## src/rtl/spi_paged_pkg.sv

```systemverilog
package spi_paged_pkg;
  localparam int BYTE_W = 8;
  localparam int WORD_W = 16;
  localparam int OFFS_W = 7;
  localparam int PAGE_W = 8;
  localparam int LEN_W  = 7;

  localparam logic [BYTE_W-1:0] CMD_PAGED = 8'hFE;
  localparam logic [BYTE_W-1:0] PAGE_FW   = 8'hFF;

  typedef enum logic [2:0] {
    ST_CMD,
    ST_PAGE,
    ST_OFFS,
    ST_LEN,
    ST_DATA,
    ST_DROP
  } hdr_state_e;
endpackage

```

## src/rtl/spi_pin_sync.sv

```systemverilog
module spi_pin_sync #(
  parameter int STAGES = 2
) (
  input  logic clk_i,
  input  logic rst_ni,
  input  logic sclk_i,
  input  logic cs_ni,
  input  logic mosi_i,
  output logic rise_o,
  output logic fall_o,
  output logic cs_act_o,
  output logic mosi_o
);
  // bit 2: sclk, bit 1: cs_n, bit 0: mosi
  localparam logic [2:0] IDLE_PINS = 3'b010;

  logic [2:0] stg_q [STAGES];
  logic       sclk_prev_q;

  always_ff @(posedge clk_i or negedge rst_ni) begin
    if (!rst_ni) begin
      for (int i = 0; i < STAGES; i++) stg_q[i] <= IDLE_PINS;
      sclk_prev_q <= 1'b0;
    end else begin
      stg_q[0] <= {sclk_i, cs_ni, mosi_i};
      for (int i = 1; i < STAGES; i++) stg_q[i] <= stg_q[i-1];
      sclk_prev_q <= stg_q[STAGES-1][2];
    end
  end

  assign cs_act_o = ~stg_q[STAGES-1][1];
  assign mosi_o   = stg_q[STAGES-1][0];
  assign rise_o   = cs_act_o &  stg_q[STAGES-1][2] & ~sclk_prev_q;
  assign fall_o   = cs_act_o & ~stg_q[STAGES-1][2] &  sclk_prev_q;
endmodule

```

## src/rtl/spi_rx_framer.sv

```systemverilog
module spi_rx_framer
  import spi_paged_pkg::*;
(
  input  logic              clk_i,
  input  logic              rst_ni,
  input  logic              cs_act_i,
  input  logic              rise_i,
  input  logic              mosi_i,
  output logic              byte_valid_o,
  output logic [BYTE_W-1:0] byte_o
);
  localparam int BIT_CNT_W = $clog2(BYTE_W);

  logic [BIT_CNT_W-1:0] bit_cnt_q;
  logic [BYTE_W-2:0]    sh_q;

  always_ff @(posedge clk_i or negedge rst_ni) begin
    if (!rst_ni) begin
      bit_cnt_q    <= '0;
      sh_q         <= '0;
      byte_valid_o <= 1'b0;
      byte_o       <= '0;
    end else begin
      byte_valid_o <= 1'b0;
      if (!cs_act_i) begin
        bit_cnt_q <= '0;
      end else if (rise_i) begin
        sh_q      <= {sh_q[BYTE_W-3:0], mosi_i};
        bit_cnt_q <= bit_cnt_q + 1'b1;
        if (bit_cnt_q == BIT_CNT_W'(BYTE_W - 1)) begin
          byte_o       <= {sh_q, mosi_i};
          byte_valid_o <= 1'b1;
        end
      end
    end
  end
endmodule

```

## src/rtl/spi_tx_shift.sv

```systemverilog
module spi_tx_shift
  import spi_paged_pkg::*;
(
  input  logic              clk_i,
  input  logic              rst_ni,
  input  logic              load_i,
  input  logic [WORD_W-1:0] data_i,
  input  logic              rise_i,
  input  logic              fall_i,
  output logic              bit_o
);
  localparam int CNT_W = $clog2(WORD_W);

  logic [WORD_W-1:0] sh_q;
  logic [CNT_W-1:0]  sent_q;  // rising edges since load, wraps per word

  always_ff @(posedge clk_i or negedge rst_ni) begin
    if (!rst_ni) begin
      sh_q   <= '0;
      sent_q <= '0;
    end else if (load_i) begin
      sh_q   <= data_i;
      sent_q <= '0;
    end else begin
      if (rise_i) sent_q <= sent_q + 1'b1;
      // falling edge after a word boundary keeps the freshly loaded MSB
      if (fall_i && sent_q != '0) sh_q <= {sh_q[WORD_W-2:0], 1'b0};
    end
  end

  assign bit_o = sh_q[WORD_W-1];
endmodule

```

## src/rtl/spi_burst_ctrl.sv

```systemverilog
module spi_burst_ctrl
  import spi_paged_pkg::*;
(
  input  logic              clk_i,
  input  logic              rst_ni,
  input  logic              cs_act_i,
  input  logic              byte_valid_i,
  input  logic [BYTE_W-1:0] byte_i,
  output logic              req_o,
  output logic              we_o,
  output logic              fw_o,
  output logic [PAGE_W-1:0] page_o,
  output logic [OFFS_W-1:0] addr_o,
  output logic [WORD_W-1:0] wdata_o,
  output logic              tx_load_o,
  output logic              rd_mode_o
);
  hdr_state_e        state_q;
  logic              fw_q;
  logic [PAGE_W-1:0] page_q;
  logic [OFFS_W-1:0] offs_q;
  logic [LEN_W-1:0]  left_q;
  logic              wr_q;
  logic              phase_q;
  logic [BYTE_W-1:0] hold_q;
  logic              req_q;
  logic              we_q;
  logic              rd_pend_q;

  always_ff @(posedge clk_i or negedge rst_ni) begin
    if (!rst_ni) begin
      state_q   <= ST_CMD;
      fw_q      <= 1'b0;
      page_q    <= '0;
      offs_q    <= '0;
      left_q    <= '0;
      wr_q      <= 1'b0;
      phase_q   <= 1'b0;
      hold_q    <= '0;
      req_q     <= 1'b0;
      we_q      <= 1'b0;
      addr_o    <= '0;
      wdata_o   <= '0;
      rd_pend_q <= 1'b0;
    end else begin
      req_q     <= 1'b0;
      rd_pend_q <= req_q & ~we_q;
      if (!cs_act_i) begin
        state_q <= ST_CMD;
        phase_q <= 1'b0;
      end else if (byte_valid_i) begin
        unique case (state_q)
          ST_CMD: begin
            if (byte_i == CMD_PAGED) begin
              state_q <= ST_PAGE;
            end else if (byte_i[BYTE_W-1]) begin
              fw_q    <= 1'b0;
              page_q  <= '0;
              offs_q  <= byte_i[OFFS_W-1:0];
              state_q <= ST_LEN;
            end else begin
              state_q <= ST_DROP;
            end
          end
          ST_PAGE: begin
            if (byte_i == PAGE_FW) begin
              fw_q   <= 1'b1;
              page_q <= '0;
            end else begin
              fw_q   <= 1'b0;
              page_q <= byte_i + 1'b1;
            end
            state_q <= ST_OFFS;
          end
          ST_OFFS: begin
            offs_q  <= byte_i[OFFS_W-1:0];
            state_q <= ST_LEN;
          end
          ST_LEN: begin
            wr_q    <= byte_i[BYTE_W-1];
            left_q  <= byte_i[LEN_W-1:0];
            phase_q <= 1'b0;
            state_q <= ST_DATA;
            if (!byte_i[BYTE_W-1]) begin
              req_q  <= 1'b1;
              we_q   <= 1'b0;
              addr_o <= offs_q;
            end
          end
          ST_DATA: begin
            if (!phase_q) begin
              hold_q  <= byte_i;
              phase_q <= 1'b1;
            end else begin
              phase_q <= 1'b0;
              if (wr_q) begin
                req_q   <= 1'b1;
                we_q    <= 1'b1;
                addr_o  <= offs_q;
                wdata_o <= {hold_q, byte_i};
              end
              if (left_q == '0) begin
                state_q <= ST_DROP;
              end else begin
                left_q <= left_q - 1'b1;
                offs_q <= offs_q + 1'b1;
                if (!wr_q) begin
                  req_q  <= 1'b1;
                  we_q   <= 1'b0;
                  addr_o <= offs_q + 1'b1;
                end
              end
            end
          end
          default: ;
        endcase
      end
    end
  end

  assign req_o     = req_q;
  assign we_o      = we_q;
  assign fw_o      = fw_q;
  assign page_o    = page_q;
  assign tx_load_o = rd_pend_q;
  assign rd_mode_o = (state_q == ST_DATA) && !wr_q;

  assert_single_req_R12: assert property (@(posedge clk_i) disable iff (!rst_ni)
    req_q |=> !req_q);

  assert_wr_after_byte_R6: assert property (@(posedge clk_i) disable iff (!rst_ni)
    (req_q && we_q) |-> $past(byte_valid_i));

  assert_abort_idle_R10: assert property (@(posedge clk_i) disable iff (!rst_ni)
    !cs_act_i |=> state_q == ST_CMD);

  assert_fw_page_R4: assert property (@(posedge clk_i) disable iff (!rst_ni)
    fw_q |-> page_q == '0);
endmodule

```

## src/rtl/spi_paged_reg_slave.sv

```systemverilog
module spi_paged_reg_slave
  import spi_paged_pkg::*;
#(
  parameter int SYNC_STAGES = 2
) (
  input  logic              clk_i,
  input  logic              rst_ni,
  input  logic              sclk_i,
  input  logic              cs_ni,
  input  logic              mosi_i,
  output logic              miso_o,
  output logic              reg_req_o,
  output logic              reg_we_o,
  output logic              reg_fw_o,
  output logic [PAGE_W-1:0] reg_page_o,
  output logic [OFFS_W-1:0] reg_addr_o,
  output logic [WORD_W-1:0] reg_wdata_o,
  input  logic [WORD_W-1:0] reg_rdata_i
);
  logic              rise, fall, cs_act, mosi_s;
  logic              byte_valid;
  logic [BYTE_W-1:0] rx_byte;
  logic              tx_load, rd_mode, tx_bit;

  spi_pin_sync #(.STAGES(SYNC_STAGES)) u_sync (
    .clk_i    (clk_i),
    .rst_ni   (rst_ni),
    .sclk_i   (sclk_i),
    .cs_ni    (cs_ni),
    .mosi_i   (mosi_i),
    .rise_o   (rise),
    .fall_o   (fall),
    .cs_act_o (cs_act),
    .mosi_o   (mosi_s)
  );

  spi_rx_framer u_rx (
    .clk_i        (clk_i),
    .rst_ni       (rst_ni),
    .cs_act_i     (cs_act),
    .rise_i       (rise),
    .mosi_i       (mosi_s),
    .byte_valid_o (byte_valid),
    .byte_o       (rx_byte)
  );

  spi_burst_ctrl u_ctrl (
    .clk_i        (clk_i),
    .rst_ni       (rst_ni),
    .cs_act_i     (cs_act),
    .byte_valid_i (byte_valid),
    .byte_i       (rx_byte),
    .req_o        (reg_req_o),
    .we_o         (reg_we_o),
    .fw_o         (reg_fw_o),
    .page_o       (reg_page_o),
    .addr_o       (reg_addr_o),
    .wdata_o      (reg_wdata_o),
    .tx_load_o    (tx_load),
    .rd_mode_o    (rd_mode)
  );

  spi_tx_shift u_tx (
    .clk_i  (clk_i),
    .rst_ni (rst_ni),
    .load_i (tx_load),
    .data_i (reg_rdata_i),
    .rise_i (rise),
    .fall_i (fall),
    .bit_o  (tx_bit)
  );

  assign miso_o = rd_mode & tx_bit;

  assert_miso_quiet_R10: assert property (@(posedge clk_i) disable iff (!rst_ni)
    !cs_act |=> !miso_o);
endmodule

```

## config.mk

```make
export PLATFORM = sky130hd
export DESIGN_NAME = spi_paged_reg_slave
export DESIGN_NICKNAME = d
export VERILOG_FILES = /design/src/rtl/spi_paged_pkg.sv /design/src/rtl/spi_pin_sync.sv /design/src/rtl/spi_rx_framer.sv /design/src/rtl/spi_tx_shift.sv /design/src/rtl/spi_burst_ctrl.sv /design/src/rtl/spi_paged_reg_slave.sv
export SDC_FILE = /design/constraint.sdc
export NUM_CORES = 1
export LEC_CHECK = 0
export ABC_AREA = 1
export BUFFER_PORTS_ARGS = -buffer_cell sky130_fd_sc_hd__buf_2
export CELL_PAD_IN_SITES_DETAIL_PLACEMENT = 1
export CELL_PAD_IN_SITES_GLOBAL_PLACEMENT = 1
export CORE_ASPECT_RATIO = 0.5
export CORE_UTILIZATION = 29
export DETAILED_ROUTE_END_ITERATION = 16
export GPL_ROUTABILITY_DRIVEN = 0
export PLACE_DENSITY_LB_ADDON = 0.1
export SLEW_MARGIN = 20
export SYNTH_ARGS = -nofsm -noshare
export SYNTH_HDL_FRONTEND = slang
export SYNTH_SLANG_ARGS = --single-unit
```

## constraint.sdc

```tcl
create_clock -name clk_i -period 3 [get_ports clk_i]
set_input_delay 0 -clock clk_i [delete_from_list [all_inputs] [get_ports clk_i]]
set_output_delay 0 -clock clk_i [all_outputs]
set_load 0.01 [all_outputs]
```

==> results <==
- After clock tree synthesis, the setup repair step added 0 buffers.
- Yosys printed 0 warnings.
- The final-layout worst hold slack is 0.2321 ns.
- The flop and latch count out of synthesis is 108.
- The die covers 0.01827 sq mm.
- The maximum vdd ir drop is 0.0002607 V.
- The worst setup skew after layout is 0.009473 ns.
- The number of endpoints with negative hold slack in the final report is 0.
- Once layout is done, the placed cells without fillers occupy 0.006156 sq mm.
- The library cells used most frequently in the layout, excluding fill and tap cells, are 226 x sky130_fd_sc_hd__nand2_1, 106 x sky130_fd_sc_hd__dfrtp_1, 54 x sky130_fd_sc_hd__inv_1, 54 x sky130_fd_sc_hd__buf_2, 53 x sky130_fd_sc_hd__o21ai_0.
- After synthesis, the largest area contributor takes up 51.68% of total cell area.
- Measured along the x axis, the die boundary spans 190.1 um.
- The count of final max-slew check failures is 0.
- The count of port buffers added during placement is 55.
- The measured slew at the worst slew-check pin is 0.6852 ns.
- The via count of the first global-routing pass is 4250.
- The number of placement rows is 33.
- The count of maximum capacitance violations is 0.
- 0 antenna diodes ended up in the layout.
- The design draws 3.180 mW.
- The overall routed net length is 13.86 mm.
- The post-route fraction of the period consumed by the critical path is 70.75%.
- The startpoint identified for the worst register-to-register timing path is u_ctrl.state_q[1].
- The run finished with clean final reports.
- After synthesis, the cell types taking the most area are sky130_fd_sc_hd__dfrtp_1 52%, sky130_fd_sc_hd__nand2_1 17%, sky130_fd_sc_hd__o21ai_0 5.2%.
- After clock tree synthesis, the flow added hold-fix buffers numbering 20.
- The number of buffers inserted during clock tree synthesis is 9.
- In this run the count of I/O pins placed on the die edge is 56.
- The required time at the worst-slack endpoint is 3.00 ns.
- The core region is 0.01685 sq mm.
- The worst-case headroom to the max-slew limit is 54.32%.
- The sink count of the clock tree is 108.
- Setup repair after global routing left no endpoint under its margin.
- TritonCTS built the clock tree.
- The maximum clock frequency is 471.2 MHz.
- Summed over all cells, the static leakage comes to 3.047 nW.
- The final layout contains 731 nets.
- The arrival time at the worst endpoint is 2.12 ns.
- The kind of start point of the critical path is a register.
- The critical path capture point type is an output pin.
- The starting density of the core is 30.47%.
- The number of fill cells in the layout is 2045.
- In the routed layout, each cell is associated on average with a via count of 4.551.
- The synthesis-to-finish area growth is 19.94%.
- The post-detailed-placement cell area is 0.005648 sq mm.
- The later pin in the worst-skew pair is clocked with a latency of 0.36 ns.
- The commonest non-fill, non-tap cell in the layout is sky130_fd_sc_hd__nand2_1.
- The average instance area after synthesis is 8.173 sq um.
- In the synthesized netlist, the number of instances is 628.
- The routed layout has 4246 vias.
- Counting cells, the worst reg-to-reg path comes to 9.
- The estimated wirelength of the detail-placed design is 9.969 mm.
- The cell area after synthesis is 0.005132 sq mm.
- The setup check on the worst reg-to-reg path leaves a slack of 0.92 ns.
- Entering global routing, the biggest net connects 54 pins.
- The first global-routing pass estimated 22.87 mm of wire.
- The largest fanout on the critical path is 18.
- The endpoint identified for the worst register-to-register timing path is u_ctrl.left_q[5].
- The total grt overflow is 0.
- The total power divided by cell area is 516.5 mW/mm^2.
- The routed design could run at a clock period as short as 2.122 ns.
- In this run the clock root is driven by a sky130_fd_sc_hd__clkbuf_16.
- The final sum of negative setup slack is 0 ns.
- The global-route usage over all layers is 16.38%.
- The H-tree generated during clock tree synthesis spans 3 levels.
- The number of unique standard cell types used by synthesis is 32.
- The first TritonRoute pass finished after 4 iterations.
- After detailed routing, the average wire length per cell comes to 14.85 um.
- No sink is reached through more buffers than the 2 on the longest clock path.
- The clock-pin transition on the worst setup and hold timing paths is 0.08 ns.
- The ratio of cells with drive above 1 in the final layout is 14.45%.
- The post-synthesis net count is 658.
- The min-delay analysis places its worst path in the category input pin to asynchronous set/reset pin.
- After synthesis, flip-flops and latches occupy 52.71% of the total area.
- The number of DRC violations after detailed-routing iteration 0 is 251.
- The cell taking the most area after synthesis is sky130_fd_sc_hd__dfrtp_1.
- In this run the remaining antenna-violating nets after routing total 0.
- The initial antenna violation count is 0.
- The die outline height is 96.07 um.
- For this run, design rule violations remaining after detail routing come to 0.
- Gates resized during post-CTS repair numbered 0.
- The final-report setup violation count is 0.
- The path type of the worst setup path is register to output pin.
==> cell type report <==
class | count | area, sq um | area share (%)
Sequential cell | 108 | 2705 | 43.94
Multi-Input combinational cell | 442 | 2111 | 34.29
Timing Repair Buffer | 82 | 530.5 | 8.618
Tap cell | 227 | 284.0 | 4.614
Clock buffer | 10 | 239.0 | 3.882
Inverter | 58 | 217.7 | 3.537
Clock inverter | 6 | 68.82 | 1.118
==> cell usage after synthesis <==
| cell | number |
|---|---|
| sky130_fd_sc_hd__ha_1 | 9 |
| sky130_fd_sc_hd__a21oi_1 | 10 |
| sky130_fd_sc_hd__buf_4 | 1 |
| sky130_fd_sc_hd__buf_6 | 2 |
| sky130_fd_sc_hd__o21ai_0 | 53 |
| sky130_fd_sc_hd__xor2_1 | 4 |
| sky130_fd_sc_hd__nand2_2 | 4 |
| sky130_fd_sc_hd__nand3_4 | 2 |
| sky130_fd_sc_hd__a22o_1 | 2 |
| sky130_fd_sc_hd__buf_1 | 1 |
| sky130_fd_sc_hd__buf_2 | 4 |
| sky130_fd_sc_hd__nor2_8 | 1 |
| sky130_fd_sc_hd__o21bai_1 | 1 |
| sky130_fd_sc_hd__nor2_1 | 37 |
| sky130_fd_sc_hd__inv_1 | 54 |
| sky130_fd_sc_hd__inv_2 | 3 |
| sky130_fd_sc_hd__o211ai_1 | 15 |
| sky130_fd_sc_hd__o21ai_1 | 6 |
| sky130_fd_sc_hd__o22ai_1 | 2 |
| sky130_fd_sc_hd__nor2_2 | 4 |
| sky130_fd_sc_hd__nand3_1 | 47 |
| sky130_fd_sc_hd__o21ai_2 | 7 |
| sky130_fd_sc_hd__nor3_1 | 2 |
| sky130_fd_sc_hd__a211oi_1 | 1 |
| sky130_fd_sc_hd__dfstp_2 | 2 |
| sky130_fd_sc_hd__clkbuf_1 | 12 |
| sky130_fd_sc_hd__dfrtp_1 | 106 |
| sky130_fd_sc_hd__nand4_1 | 7 |
| sky130_fd_sc_hd__clkinv_1 | 1 |
| sky130_fd_sc_hd__nand3b_1 | 1 |
| sky130_fd_sc_hd__nor3_2 | 1 |
| sky130_fd_sc_hd__nand2_1 | 226 |
==> critical path, stage by stage (launching register included) <==
cell,delay (ns)
sky130_fd_sc_hd__dfrtp_1,0.49
sky130_fd_sc_hd__nor2_2,0.20
sky130_fd_sc_hd__nand2_2,0.19
sky130_fd_sc_hd__inv_2,0.32
sky130_fd_sc_hd__nand2_1,0.26
sky130_fd_sc_hd__nor2_1,0.15
sky130_fd_sc_hd__buf_2,0.14
==> flip-flops by register name (all words and copies together), names as in the netlist <==
signal / cells
u_ctrl.state_q: 3
u_ctrl.phase_q: 1
u_ctrl.page_o: 8
u_rx.byte_o: 8
u_ctrl.we_o: 1
u_ctrl.addr_o: 7
u_rx.bit_cnt_q: 3
u_sync.sclk_prev_q: 1
u_sync.stg_q: 5
u_ctrl.hold_q: 8
u_ctrl.offs_q: 7
u_ctrl.wr_q: 1
u_ctrl.fw_o: 1
u_rx.byte_valid_o: 1
u_sync.mosi_o: 1
u_rx.sh_q: 7
u_tx.sent_q: 4
u_ctrl.left_q: 7
u_ctrl.req_o: 1
u_tx.sh_q: 16
u_ctrl.wdata_o: 16
u_ctrl.tx_load_o: 1
==> how the worst max path moves through the flow <==
stage                            from  slack (ns)                 to  cells past startpoint
floorplan            u_ctrl.left_q[0]        1.39  u_ctrl.state_q[2]                      9
global placement       u_rx.byte_o[0]        0.93        u_ctrl.fw_o                     10
detailed placement  u_ctrl.state_q[1]        0.92   u_ctrl.left_q[6]                      9
CTS                 u_ctrl.state_q[1]        0.84             miso_o                      6
global route        u_ctrl.state_q[1]        0.64   u_ctrl.left_q[5]                      9
finish              u_ctrl.state_q[1]        0.88             miso_o                      6
==> per-stage QoR <==
| stage | cells | setup slack (ns) | utilization, % |
|---|---|---|---|
| after floorplan | 628 | 1.391 | - |
| after global placement | 897 | 0.9328 | 33.53 |
| after detailed placement | 897 | 0.9206 | 33.53 |
| after CTS | 933 | 0.8370 | 36.54 |
| after global routing | 933 | 0.6379 | 36.54 |
| final | 933 | 0.8776 | 36.54 |
==> where the power goes <==
part | internal [mW] | switching, mW
clock network | 0.677 | 0.577
registers | 1.58 | 0.0690
logic | 0.127 | 0.148
total | 2.39 | 0.793
==> metal layers <==
metal / part of all wire, % / wire (um) / vias up / track usage [%]
met5: 0 / 0 / - / 0
met4: 0.79 / 109 / 0 / 3.400
met3: 3.1 / 429 / 7 / 3.901
met2: 41 / 5747 / 43 / 23.91
met1: 55 / 7571 / 2028 / 24.35
li1: - / - / 2168 / -
==> cells by family (layout without fill, tap and decap cells) <==
family | count (synthesis) | count (layout) | share of synthesized area (%)
XOR/XNOR | 4 | 4 | 0.6825
AO/OA/AOI/OAI | 97 | 97 | 10.99
adder cells (fa/ha/maj) | 9 | 9 | 2.194
buffers and inverters | 78 | 156 | 6.167
flip-flops | 108 | 108 | 52.71
AND/OR/NAND/NOR | 332 | 332 | 27.25
Power figures use the tool's default switching activity.
